`src/rtl/pmbfe_pkg.sv`:
```
package pmbfe_pkg;

    typedef enum logic [2:0] {
        ST_IDLE   = 3'd0,
        ST_ADDR   = 3'd1,
        ST_RW     = 3'd2,
        ST_ACK    = 3'd3,
        ST_PASS   = 3'd4,
        ST_IGNORE = 3'd5
    } fe_state_e;

    localparam int LINE_SCL = 0;
    localparam int LINE_SDA = 1;
    localparam int LINE_CNT = 2;

endpackage

```
`src/rtl/pmbfe_deglitch.sv`:
```
module pmbfe_deglitch #(
    parameter int SET_W   = 3,
    parameter int MAX_LIM = 5
) (
    input  logic             clk,
    input  logic             rst_n,
    input  logic             raw,
    input  logic [SET_W-1:0] setting,
    output logic             filt
);

    localparam int RUN_W = (MAX_LIM < 1) ? 1 : $clog2(MAX_LIM + 1);

    logic             sync_a;
    logic             sync_b;
    logic [RUN_W-1:0] run;
    logic [RUN_W-1:0] lim;

    // settings above the cap behave like the cap
    always_comb begin
        if (int'(setting) > MAX_LIM)
            lim = RUN_W'(MAX_LIM);
        else
            lim = RUN_W'(setting);
    end

    always_ff @(posedge clk or negedge rst_n) begin
        if (!rst_n) begin
            sync_a <= 1'b1;
            sync_b <= 1'b1;
            filt   <= 1'b1;
            run    <= '0;
        end else begin
            sync_a <= raw;
            sync_b <= sync_a;
            if (sync_b == filt) begin
                run <= '0;
            end else if (run >= lim) begin
                filt <= sync_b;
                run  <= '0;
            end else begin
                run <= run + 1'b1;
            end
        end
    end

    AST_FILT_FROM_SYNC: assert property (@(posedge clk) disable iff (!rst_n)
        (filt != $past(filt)) |-> (filt == $past(sync_b))) else $error("filter took a level not presented");

endmodule

```
`src/rtl/pmbfe_cond.sv`:
```
module pmbfe_cond (
    input  logic clk,
    input  logic rst_n,
    input  logic scl_f,
    input  logic sda_f,
    output logic start_det,
    output logic stop_det,
    output logic scl_rise,
    output logic scl_fall
);

    logic scl_q;
    logic sda_q;

    always_ff @(posedge clk or negedge rst_n) begin
        if (!rst_n) begin
            scl_q <= 1'b1;
            sda_q <= 1'b1;
        end else begin
            scl_q <= scl_f;
            sda_q <= sda_f;
        end
    end

    always_comb begin
        start_det = scl_f & sda_q & ~sda_f;
        stop_det  = scl_f & ~sda_q & sda_f;
        scl_rise  = ~scl_q & scl_f;
        scl_fall  = scl_q & ~scl_f;
    end

    AST_NO_START_STOP_TOGETHER: assert property (@(posedge clk) disable iff (!rst_n)
        !(start_det && stop_det)) else $error("start and stop at once");

endmodule

```
`src/rtl/pmb_target_front.sv`:
```
module pmb_target_front
    import pmbfe_pkg::*;
#(
    parameter int ADDR_BITS = 7,
    parameter int DEB_W     = 3,
    parameter int DEB_MAX   = 5
) (
    input  logic                 clk,
    input  logic                 rst_n,
    input  logic                 scl_in,
    input  logic                 sda_in,
    input  logic [DEB_W-1:0]     cfg_debounce,
    input  logic                 cfg_delay_start,
    input  logic                 cfg_hw_ack,
    input  logic [ADDR_BITS-1:0] cfg_dev_addr,
    input  logic                 cpu_ack,
    output logic                 sda_oe,
    output logic                 start_irq,
    output logic                 start_is_first
);

    localparam int CNT_W = $clog2(ADDR_BITS + 2);

    logic [LINE_CNT-1:0] raw_v;
    logic [LINE_CNT-1:0] filt_v;
    logic                scl_f;
    logic                sda_f;
    logic                start_det;
    logic                stop_det;
    logic                scl_rise;
    logic                scl_fall;

    fe_state_e            state;
    fe_state_e            nxt;
    logic [CNT_W-1:0]     bit_cnt;
    logic [ADDR_BITS-1:0] shreg;
    logic                 addr_eq;
    logic                 addr_hit;
    logic                 ack_given;
    logic                 bus_free;
    logic                 screen;

    assign raw_v[LINE_SCL] = scl_in;
    assign raw_v[LINE_SDA] = sda_in;

    for (genvar g = 0; g < LINE_CNT; g++) begin : g_line
        pmbfe_deglitch #(
            .SET_W   (DEB_W),
            .MAX_LIM (DEB_MAX)
        ) i_deglitch (
            .clk     (clk),
            .rst_n   (rst_n),
            .raw     (raw_v[g]),
            .setting (cfg_debounce),
            .filt    (filt_v[g])
        );
    end

    assign scl_f = filt_v[LINE_SCL];
    assign sda_f = filt_v[LINE_SDA];

    pmbfe_cond i_cond (
        .clk       (clk),
        .rst_n     (rst_n),
        .scl_f     (scl_f),
        .sda_f     (sda_f),
        .start_det (start_det),
        .stop_det  (stop_det),
        .scl_rise  (scl_rise),
        .scl_fall  (scl_fall)
    );

    assign addr_eq = ({shreg[ADDR_BITS-2:0], sda_f} == cfg_dev_addr);

    // next-state decision
    always_comb begin
        nxt = state;
        if (stop_det) begin
            nxt = ST_IDLE;
        end else if (start_det && state != ST_IGNORE) begin
            nxt = ST_ADDR;
        end else begin
            unique case (state)
                ST_IDLE: ;
                ST_ADDR: begin
                    if (scl_rise) begin
                        if (bit_cnt == CNT_W'(ADDR_BITS - 1) && screen && !addr_eq)
                            nxt = ST_IGNORE;
                        else if (bit_cnt == CNT_W'(ADDR_BITS))
                            nxt = ST_RW;
                    end
                end
                ST_RW:     if (scl_fall) nxt = ST_ACK;
                ST_ACK:    if (scl_fall) nxt = ack_given ? ST_PASS : ST_IGNORE;
                ST_PASS:   ;
                ST_IGNORE: ;
                default:   nxt = ST_IDLE;
            endcase
        end
    end

    // state register
    always_ff @(posedge clk or negedge rst_n) begin
        if (!rst_n)
            state <= ST_IDLE;
        else
            state <= nxt;
    end

    // outputs and address datapath
    always_ff @(posedge clk or negedge rst_n) begin
        if (!rst_n) begin
            sda_oe         <= 1'b0;
            start_irq      <= 1'b0;
            start_is_first <= 1'b0;
            bit_cnt        <= '0;
            shreg          <= '0;
            addr_hit       <= 1'b0;
            ack_given      <= 1'b0;
            bus_free       <= 1'b1;
            screen         <= 1'b0;
        end else begin
            start_irq <= 1'b0;
            if (stop_det) begin
                sda_oe   <= 1'b0;
                bus_free <= 1'b1;
                screen   <= 1'b0;
            end else if (start_det && state != ST_IGNORE) begin
                sda_oe         <= 1'b0;
                bit_cnt        <= '0;
                shreg          <= '0;
                bus_free       <= 1'b0;
                screen         <= cfg_delay_start & bus_free;
                start_is_first <= bus_free;
                if (!(cfg_delay_start && bus_free))
                    start_irq <= 1'b1;
            end else begin
                unique case (state)
                    ST_ADDR: begin
                        if (scl_rise) begin
                            shreg   <= {shreg[ADDR_BITS-2:0], sda_f};
                            bit_cnt <= bit_cnt + 1'b1;
                            if (bit_cnt == CNT_W'(ADDR_BITS - 1)) begin
                                addr_hit <= addr_eq;
                                if (screen && addr_eq) begin
                                    start_irq      <= 1'b1;
                                    start_is_first <= 1'b1;
                                end
                            end
                        end
                    end
                    ST_RW: begin
                        if (scl_fall) begin
                            ack_given <= cfg_hw_ack ? addr_hit : cpu_ack;
                            sda_oe    <= cfg_hw_ack ? addr_hit : cpu_ack;
                        end
                    end
                    ST_ACK: begin
                        if (scl_fall)
                            sda_oe <= 1'b0;
                    end
                    default: ;
                endcase
            end
        end
    end

    AST_IRQ_SINGLE: assert property (@(posedge clk) disable iff (!rst_n)
        start_irq |=> !start_irq) else $error("interrupt longer than one cycle");

    AST_DRIVE_ONLY_IN_ACK: assert property (@(posedge clk) disable iff (!rst_n)
        sda_oe |-> (state == ST_ACK)) else $error("SDA driven outside ninth bit");

    AST_IGNORE_SILENT: assert property (@(posedge clk) disable iff (!rst_n)
        (state == ST_IGNORE) |-> (!start_irq && !sda_oe)) else $error("ignored transaction active");

    AST_STOP_RELEASES: assert property (@(posedge clk) disable iff (!rst_n)
        stop_det |=> (!sda_oe && state == ST_IDLE)) else $error("stop did not release");

    AST_SCREENED_AFTER_ADDR: assert property (@(posedge clk) disable iff (!rst_n)
        (start_irq && start_is_first && cfg_delay_start) |-> (state == ST_ADDR && bit_cnt == CNT_W'(ADDR_BITS)))
        else $error("screened interrupt at wrong point");

endmodule

```
`config.mk`:
```
export PLATFORM = sky130hd
export DESIGN_NAME = pmb_target_front
export DESIGN_NICKNAME = d
export VERILOG_FILES = /design/src/rtl/pmbfe_pkg.sv /design/src/rtl/pmbfe_deglitch.sv /design/src/rtl/pmbfe_cond.sv /design/src/rtl/pmb_target_front.sv
export SDC_FILE = /design/constraint.sdc
export NUM_CORES = 1
export LEC_CHECK = 0
export ABC_AREA = 1
export BUFFER_PORTS_ARGS = -buffer_cell sky130_fd_sc_hd__buf_4
export CELL_PAD_IN_SITES_DETAIL_PLACEMENT = 1
export CELL_PAD_IN_SITES_GLOBAL_PLACEMENT = 2
export CORE_MARGIN = 2
export CORE_UTILIZATION = 37
export CTS_CLUSTER_DIAMETER = 50
export DETAILED_ROUTE_END_ITERATION = 12
export GPL_TIMING_DRIVEN = 0
export PLACE_DENSITY_LB_ADDON = 0.1
export SETUP_SLACK_MARGIN = 0.15
export SYNTH_ARGS = -nofsm -noshare
export SYNTH_HDL_FRONTEND = slang
export SYNTH_SLANG_ARGS = --single-unit
```
`constraint.sdc`:
```
create_clock -name clk -period 3 [get_ports clk]
set_input_delay 0.6 -clock clk [delete_from_list [all_inputs] [get_ports clk]]
set_output_delay 0.6 -clock clk [all_outputs]
set_load 0.01 [all_outputs]
```
==> impl_metrics.csv, run 1 <==
group,metric,value,unit
run_status,status,"completed",
critical_path,cp_max_fo,5,
detailed_routing,dr.max_layer_used,"met4",
clock_tree,clock_tree.buffer_depth,2,
floorplan,die-height,74.1,µm
detailed_routing,dr_wl_met2,1760,µm
critical_path,cp-end-kind,"flop",
power,p_clk_share,21.8,%
clock_tree,clkTransAtPathRegs,0.07,ns
placed_design,post-place-ws,1.07,ns
placed_design,gp_congestion,0.749,
power,power-per-cell-area,755,nW/µm²
grt,grt_pass1_wl,7000,µm
floorplan,coreArea,4720,µm²
critical_path,cp-start-kind,"flop",
timing,fin_ws,1.25,ns
synthesis,synthTopCellsByArea,"dfrtp_1, dfstp_2, nand2_1, ha_1, inv_1",
detailed_routing,via_per_inst,4.71,
clock_tree,clock_latency,0.29,ns
timing,tightest_slew,0.428,ns
timing,fin_crit,1.75,ns
worst_hold_path,holdCritPathClass,"in -> async",
synthesis,syn-instance-count,221,
detailed_routing,drt_iter0_markers,45,
synthesis,ys_types,28,
grt,grt_overflow,0,
timing,setup_viol,0,
clock_tree,cts_hold_buf,0,
grt,grt_pass1_vias,1583,
critical_path,timing.rr.start,"g_line[1].i_deglitch.filt",
detailed_routing,drt.antenna.violating_nets,0,
timing,fmax,0.571,GHz
grt,grt_start_max_net_pins,35,
detailed_routing,vias,1484,
floorplan,ios,20,
placed_design,portBuffers,19,
finish,regArea,862,µm²
timing,finalCritPeriodShare,58.4,%
synthesis,avgSynthCellArea,8.22,µm²
timing,final.setup.tns,0,ns
clock_tree,cts_setup_buffers,0,
critical_path,crit_type,"reg -> reg",
synthesis,synth_edf_count,0,
synthesis,yosysMostFrequentCell,"nand2_1",
grt,antenna_found_initial,0,
synthesis,synth_top_area_cell,"dfrtp_1",
critical_path,reg2regPathDepth,11,
critical_path,cp_common_cell,"nand2_1",
floorplan,rows,25,
critical_path,crit_arrival,1.93,ns
synthesis,syn_area,1820,µm²
clock_tree,htree_num_levels,2,
synthesis,ys_ff_latch,34,
timing,hold_violations,0,
detailed_routing,drt_wl_total,3810,µm
power,p_int,994,µW
synthesis,ys.warnings.count,0,
critical_path,cpPeakStageDelay,0.59,ns
finish,antennaDiodeCount,0,
synthesis,synth.top_cell.area_share,34.4,%
run,drv_cap,0,
critical_path,r2r_end,"state[0]",
finish,drive_gt1_share,19.4,%
detailed_routing,wl_met1,1840,µm
clock_tree,cts_made_buffers,5,
detailed_routing,dr.pass1.iters,4,
power,power_frac_seq,42.8,%
floorplan,start_util,38.5,%
synthesis,async_flop_share,100,%
power,vdd_drop_max,0.386,mV
power,comb_power_share,35.4,%
finish,synthToLayoutAreaGrowth,17.5,%
synthesis,syn-num-nets,248,
clock_tree,cts-root-buf,"clkbuf_8",
floorplan,fp.dieW,74.1,µm
power,p_switching,617,µW
timing,slew_headroom,71.5,%
detailed_routing,drc,0,
critical_path,cp.required,3.18,ns
critical_path,r2r_setup_slack,1.25,ns
detailed_routing,route.detailed.wl_per_inst,12.1,µm
critical_path,slowest_stage,"dfstp_2",
timing,fin_skew,0.00525,ns
power,p_total,1610,µW
finish,multi_input_area,808,µm²
critical_path,cp_cell_sequence,"inv_2 -> nor3_2 -> inv_2 -> nand2_2 -> inv_2 -> o211ai_1 -> nand2_1 -> inv_1 -> nand2_1 -> nand2_1 -> nand2_1",
finish,final_nets,274,
placed_design,dp_hpwl,2940,µm
clock_tree,postCtsResizedCells,0,
synthesis,synth_ff_type,"dfrtp_1",
power,swShare,38.3,%
synthesis,ys_seq_area_share,47.5,%
synthesis,yosys-top-cells-count,"nand2_1, inv_1, dfrtp_1, nor2_1, nand3_1",
timing,rsz0062_at_grt,"false",
timing,maxSlewViolCount,0,
clock_tree,cts_tree,"built",
finish,fill_cells,590,
grt,groute.usage.overall,16.8,%
floorplan,die-area,5490,µm²
power,power_leakage,0.00110,µW
clock_tree,cts_sinks,34,
detailed_routing,wl_met3,144,µm
==> worst max path at each step <==
stage                                    from                          end  slack, ns
floorplan                     cfg_debounce[2]  g_line[0].i_deglitch.run[0]       1.40
global placement              cfg_debounce[2]  g_line[0].i_deglitch.run[0]       1.11
detailed placement            cfg_debounce[2]  g_line[0].i_deglitch.run[0]       1.07
CTS                 g_line[0].i_deglitch.filt                     state[0]       1.23
global route        g_line[0].i_deglitch.filt                     state[0]       1.02
finish              g_line[1].i_deglitch.filt                     state[0]       1.25
==> state kept, by name, indices dropped and copies added (netlist names) <==
register	cells
ack_given	1
start_irq	1
g_line.i_deglitch.sync_b	2
i_cond.sda_q	1
start_is_first	1
addr_hit	1
screen	1
i_cond.scl_q	1
g_line.i_deglitch.sync_a	2
shreg	6
state	3
bit_cnt	4
g_line.i_deglitch.run	6
g_line.i_deglitch.filt	2
sda_oe	1
bus_free	1
==> per-layer routing <==
| metal | up-vias | global-route usage, % |
|---|---|---|
| met3 | 5 | 2.98 |
| met2 | 25 | 28.8 |
| met4 | 0 | 7.88 |
| li1 | 761 | - |
| met1 | 693 | 20.5 |
| met5 | - | 0 |
==> stage by stage <==
step / cell area, µm² / hold WS [ns] / util, % / instances
finish: 2130 / 0.240 / 45.2 / 315
detailed placement: 2040 / 0.347 / 43.3 / 307
floorplan: 1820 / 0.304 / - / 221
CTS: 2130 / 0.258 / 45.2 / 315
global placement: 2040 / 0.345 / 43.3 / 307
global route: 2130 / 0.268 / 45.2 / 315
==> layout make-up <==
class | count | area share, %
sequential | 34 | 40.4
multi-input combinational | 149 | 37.9
timing repair buffer | 19 | 6.68
inverter | 37 | 6.62
clock buffer | 7 | 4.04
tap | 67 | 3.93
clock inverter | 1 | 0.234
buffer | 1 | 0.234
==> power by group through the flow <==
stage                     combinational [µW]  clock, µW  sequential, µW
after floorplan                          426          0             677
after global placement                   563          0             697
after detailed placement                 577          0             701
after CTS                                580        366             693
after global routing                     677        377             708
final                                    570        351             690
==> layout by cell type, fill, tap and decap left out, drive strengths merged, types with 5 or more instances in the layout <==
| cell type | instances |
|---|---|
| o22ai | 5 |
| nand2 | 58 |
| buf | 20 |
| dfrtp | 25 |
| a21oi | 9 |
| nor2 | 17 |
| clkbuf | 7 |
| nor3 | 6 |
| nand3 | 15 |
| ha | 10 |
| o21ai | 12 |
| inv | 37 |
| dfstp | 9 |
==> cell families after synthesis <==
group           Yosys count  synth area share [%]
simple gates            102                  24.4
buf+inv                  38                  8.06
flops                    34                  47.5
compound gates           33                  11.2
fa+ha+maj                10                  6.89
xor+xnor                  4                  1.93
==> critical path: cells and delay by family (launching register included) <==
family / cells / cell delay [ns]
AND/OR/NAND/NOR: 6 / 0.64
flip-flops: 1 / 0.59
buffers and inverters: 4 / 0.34
AO/OA/AOI/OAI: 1 / 0.07
Note: power is estimated with default switching activity, not from simulation.
==> run 2, diff against run 1 <==
- CORE_UTILIZATION: 37 -> 31
- clock period: 3 -> 1.5 ns (I/O delays scaled with it)
==> impl_metrics.csv, run 2 (synthesized netlist as in run 1, its figures left out) <==
group,metric,value,unit
clock_tree,htree_num_levels,2,
grt,grt_pass1_vias,1670,
critical_path,cp_common_cell,"inv_4",
clock_tree,cts-root-buf,"clkbuf_8",
detailed_routing,drc,0,
timing,finalCritPeriodShare,109,%
grt,top_usage_layer,"met2",
placed_design,portBuffers,19,
detailed_routing,drt.antenna.violating_nets,0,
timing,fin_ws,-0.128,ns
run_status,status,"finished with violations",
power,p_switching,1540,µW
clock_tree,clock_tree.buffer_depth,2,
floorplan,ios,20,
power,swShare,37.8,%
critical_path,cp-end-kind,"flop",
power,vdd_drop_max,0.679,mV
floorplan,die-height,80.6,µm
run_status,violations,"negative setup slack",
placed_design,gp_congestion,0.792,
critical_path,reg2regPathDepth,9,
detailed_routing,drt_wl_total,4440,µm
floorplan,coreArea,5570,µm²
critical_path,cp.required,1.68,ns
timing,maxSlewViolCount,0,
critical_path,cp-start-kind,"flop",
critical_path,cpPeakStageDelay,0.57,ns
grt,grt_util_met3,3.48,%
grt,groute.usage.overall,15.2,%
finish,antennaDiodeCount,0,
power,power-per-cell-area,1580,nW/µm²
power,p_clk_share,17.1,%
detailed_routing,drt_iter0_markers,38,
finish,synthToLayoutAreaGrowth,41.5,%
clock_tree,clkTransAtPathRegs,0.07,ns
detailed_routing,route.detailed.wl_per_inst,12.7,µm
placed_design,post-place-ws,-0.291,ns
grt,antenna_found_initial,0,
finish,utilization,46.1,%
timing,rsz0062_at_grt,"true",
timing,setup_viol,17,
timing,hold_violations,0,
worst_hold_path,holdCritPathClass,"in -> reg",
critical_path,cp_max_fo,5,
finish,final_nets,302,
timing,tightest_slew,0.435,ns
timing,hold_slack,0.119,ns
critical_path,crit_type,"reg -> reg",
power,p_int,2530,µW
critical_path,cp_num_buf_inv,3,
run,drv_cap,0,
power,power_frac_seq,34.2,%
critical_path,slowest_stage,"dfstp_2",
grt,grt_start_max_net_pins,35,
finish,final_common_cell,"nand2_1",
timing,fmax,0.614,GHz
timing,slew_headroom,71.0,%
timing,fin_skew,0.00528,ns
detailed_routing,dr.pass1.iters,4,
clock_tree,cts_made_buffers,5,
grt,grt_pass1_wl,7580,µm
floorplan,start_util,32.6,%
clock_tree,cts_tree,"built",
grt,use_met1,18.9,%
grt,grtUsageMet2,26.1,%
detailed_routing,vias,1616,
critical_path,endpoint,"bit_cnt[2]",
finish,drive_gt1_share,39.9,%
floorplan,die-area,6490,µm²
power,comb_power_share,48.7,%
detailed_routing,via_per_inst,4.64,
critical_path,crit_arrival,1.80,ns
finish,top_regs,"g_line.i_deglitch.run: 6 flops, shreg: 6 flops, bit_cnt: 4 flops",
floorplan,rows,27,
critical_path,cp_cell_sequence,"buf_4 -> nor3_4 -> nand2_4 -> inv_4 -> o21ai_4 -> inv_4 -> nand2_2 -> xor2_1 -> nor2_1",
floorplan,fp.dieW,80.6,µm
critical_path,crit_family,"flip-flops",
critical_path,crit_path_start,"g_line[1].i_deglitch.filt",
critical_path,timing.rr.start,"g_line[1].i_deglitch.filt",
clock_tree,cts_sinks,34,
critical_path,r2r_end,"bit_cnt[2]",
critical_path,r2r_setup_slack,-0.13,ns
power,power_leakage,0.00126,µW
finish,fill_cells,683,
finish,regArea,862,µm²
grt,grt_overflow,0,
clock_tree,clock_latency,0.28,ns
finish,multi_input_area,983,µm²
placed_design,dp_hpwl,3150,µm
finish,layout_common_cells,"nand2_1, buf_4, inv_1",
worst_hold_path,worstHoldStart,"sda_in",
timing,fin_crit,1.63,ns
critical_path,crit_cells,9,
## run 2: how the worst min path moves through the flow
| stage | end | slack [ns] | depth (start not counted) |
|---|---|---|---|
| after floorplan | ack_given | 0.004 | 0 |
| after global placement | shreg[3] | 0.28 | 1 |
| after detailed placement | shreg[3] | 0.28 | 1 |
| after CTS | g_line[0].i_deglitch.sync_a | 0.11 | 1 |
| after global routing | g_line[0].i_deglitch.sync_a | 0.10 | 1 |
| final | g_line[1].i_deglitch.sync_a | 0.12 | 1 |
## run 2: cell type report
class / count / area share [%]
plain buffers: 1 / 0.438
clock buffers: 7 / 3.36
clock inverters: 1 / 0.195
inverters: 37 / 6.13
multi-input cells: 149 / 38.2
flip-flops and latches: 34 / 33.5
well taps: 72 / 3.50
repair buffers: 47 / 14.6
## run 2: repair_timing
action | 4_1_cts | 5_1_grt
pin swaps | 12 | 13
hold buffers | 1 | 0
resized for setup | 17 | 26
buffers inserted | 20 | 7
hold endpoints to repair | 25 | 0
setup endpoints to repair | 25 | 28
## run 2: power by group through the flow
stage	clock [µW]	combinational (µW)	sequential (µW)
after floorplan	0	892	1370
after global placement	0	1190	1410
after detailed placement	0	1210	1410
after CTS	735	1710	1390
after global routing	774	2240	1430
final	696	1980	1390
## run 2: per-stage QoR
step           setup TNS (ns)  area [µm²]  instances  total power [µW]
3_5_place_dp            -3.02        2080        312              2620
5_1_grt                 -3.24        2570        348              4440
3_3_place_gp            -2.92        2080        312              2600
2_1_floorplan        -0.00451        1850        221              2260
6_report                -1.39        2570        348              4070
4_1_cts                 -1.37        2430        341              3840
## run 2: layer usage
layer,wire (µm),up-vias
li1,-,816
met1,1970,783
met2,2310,12
met3,105,5
met4,46,0
met5,0,-
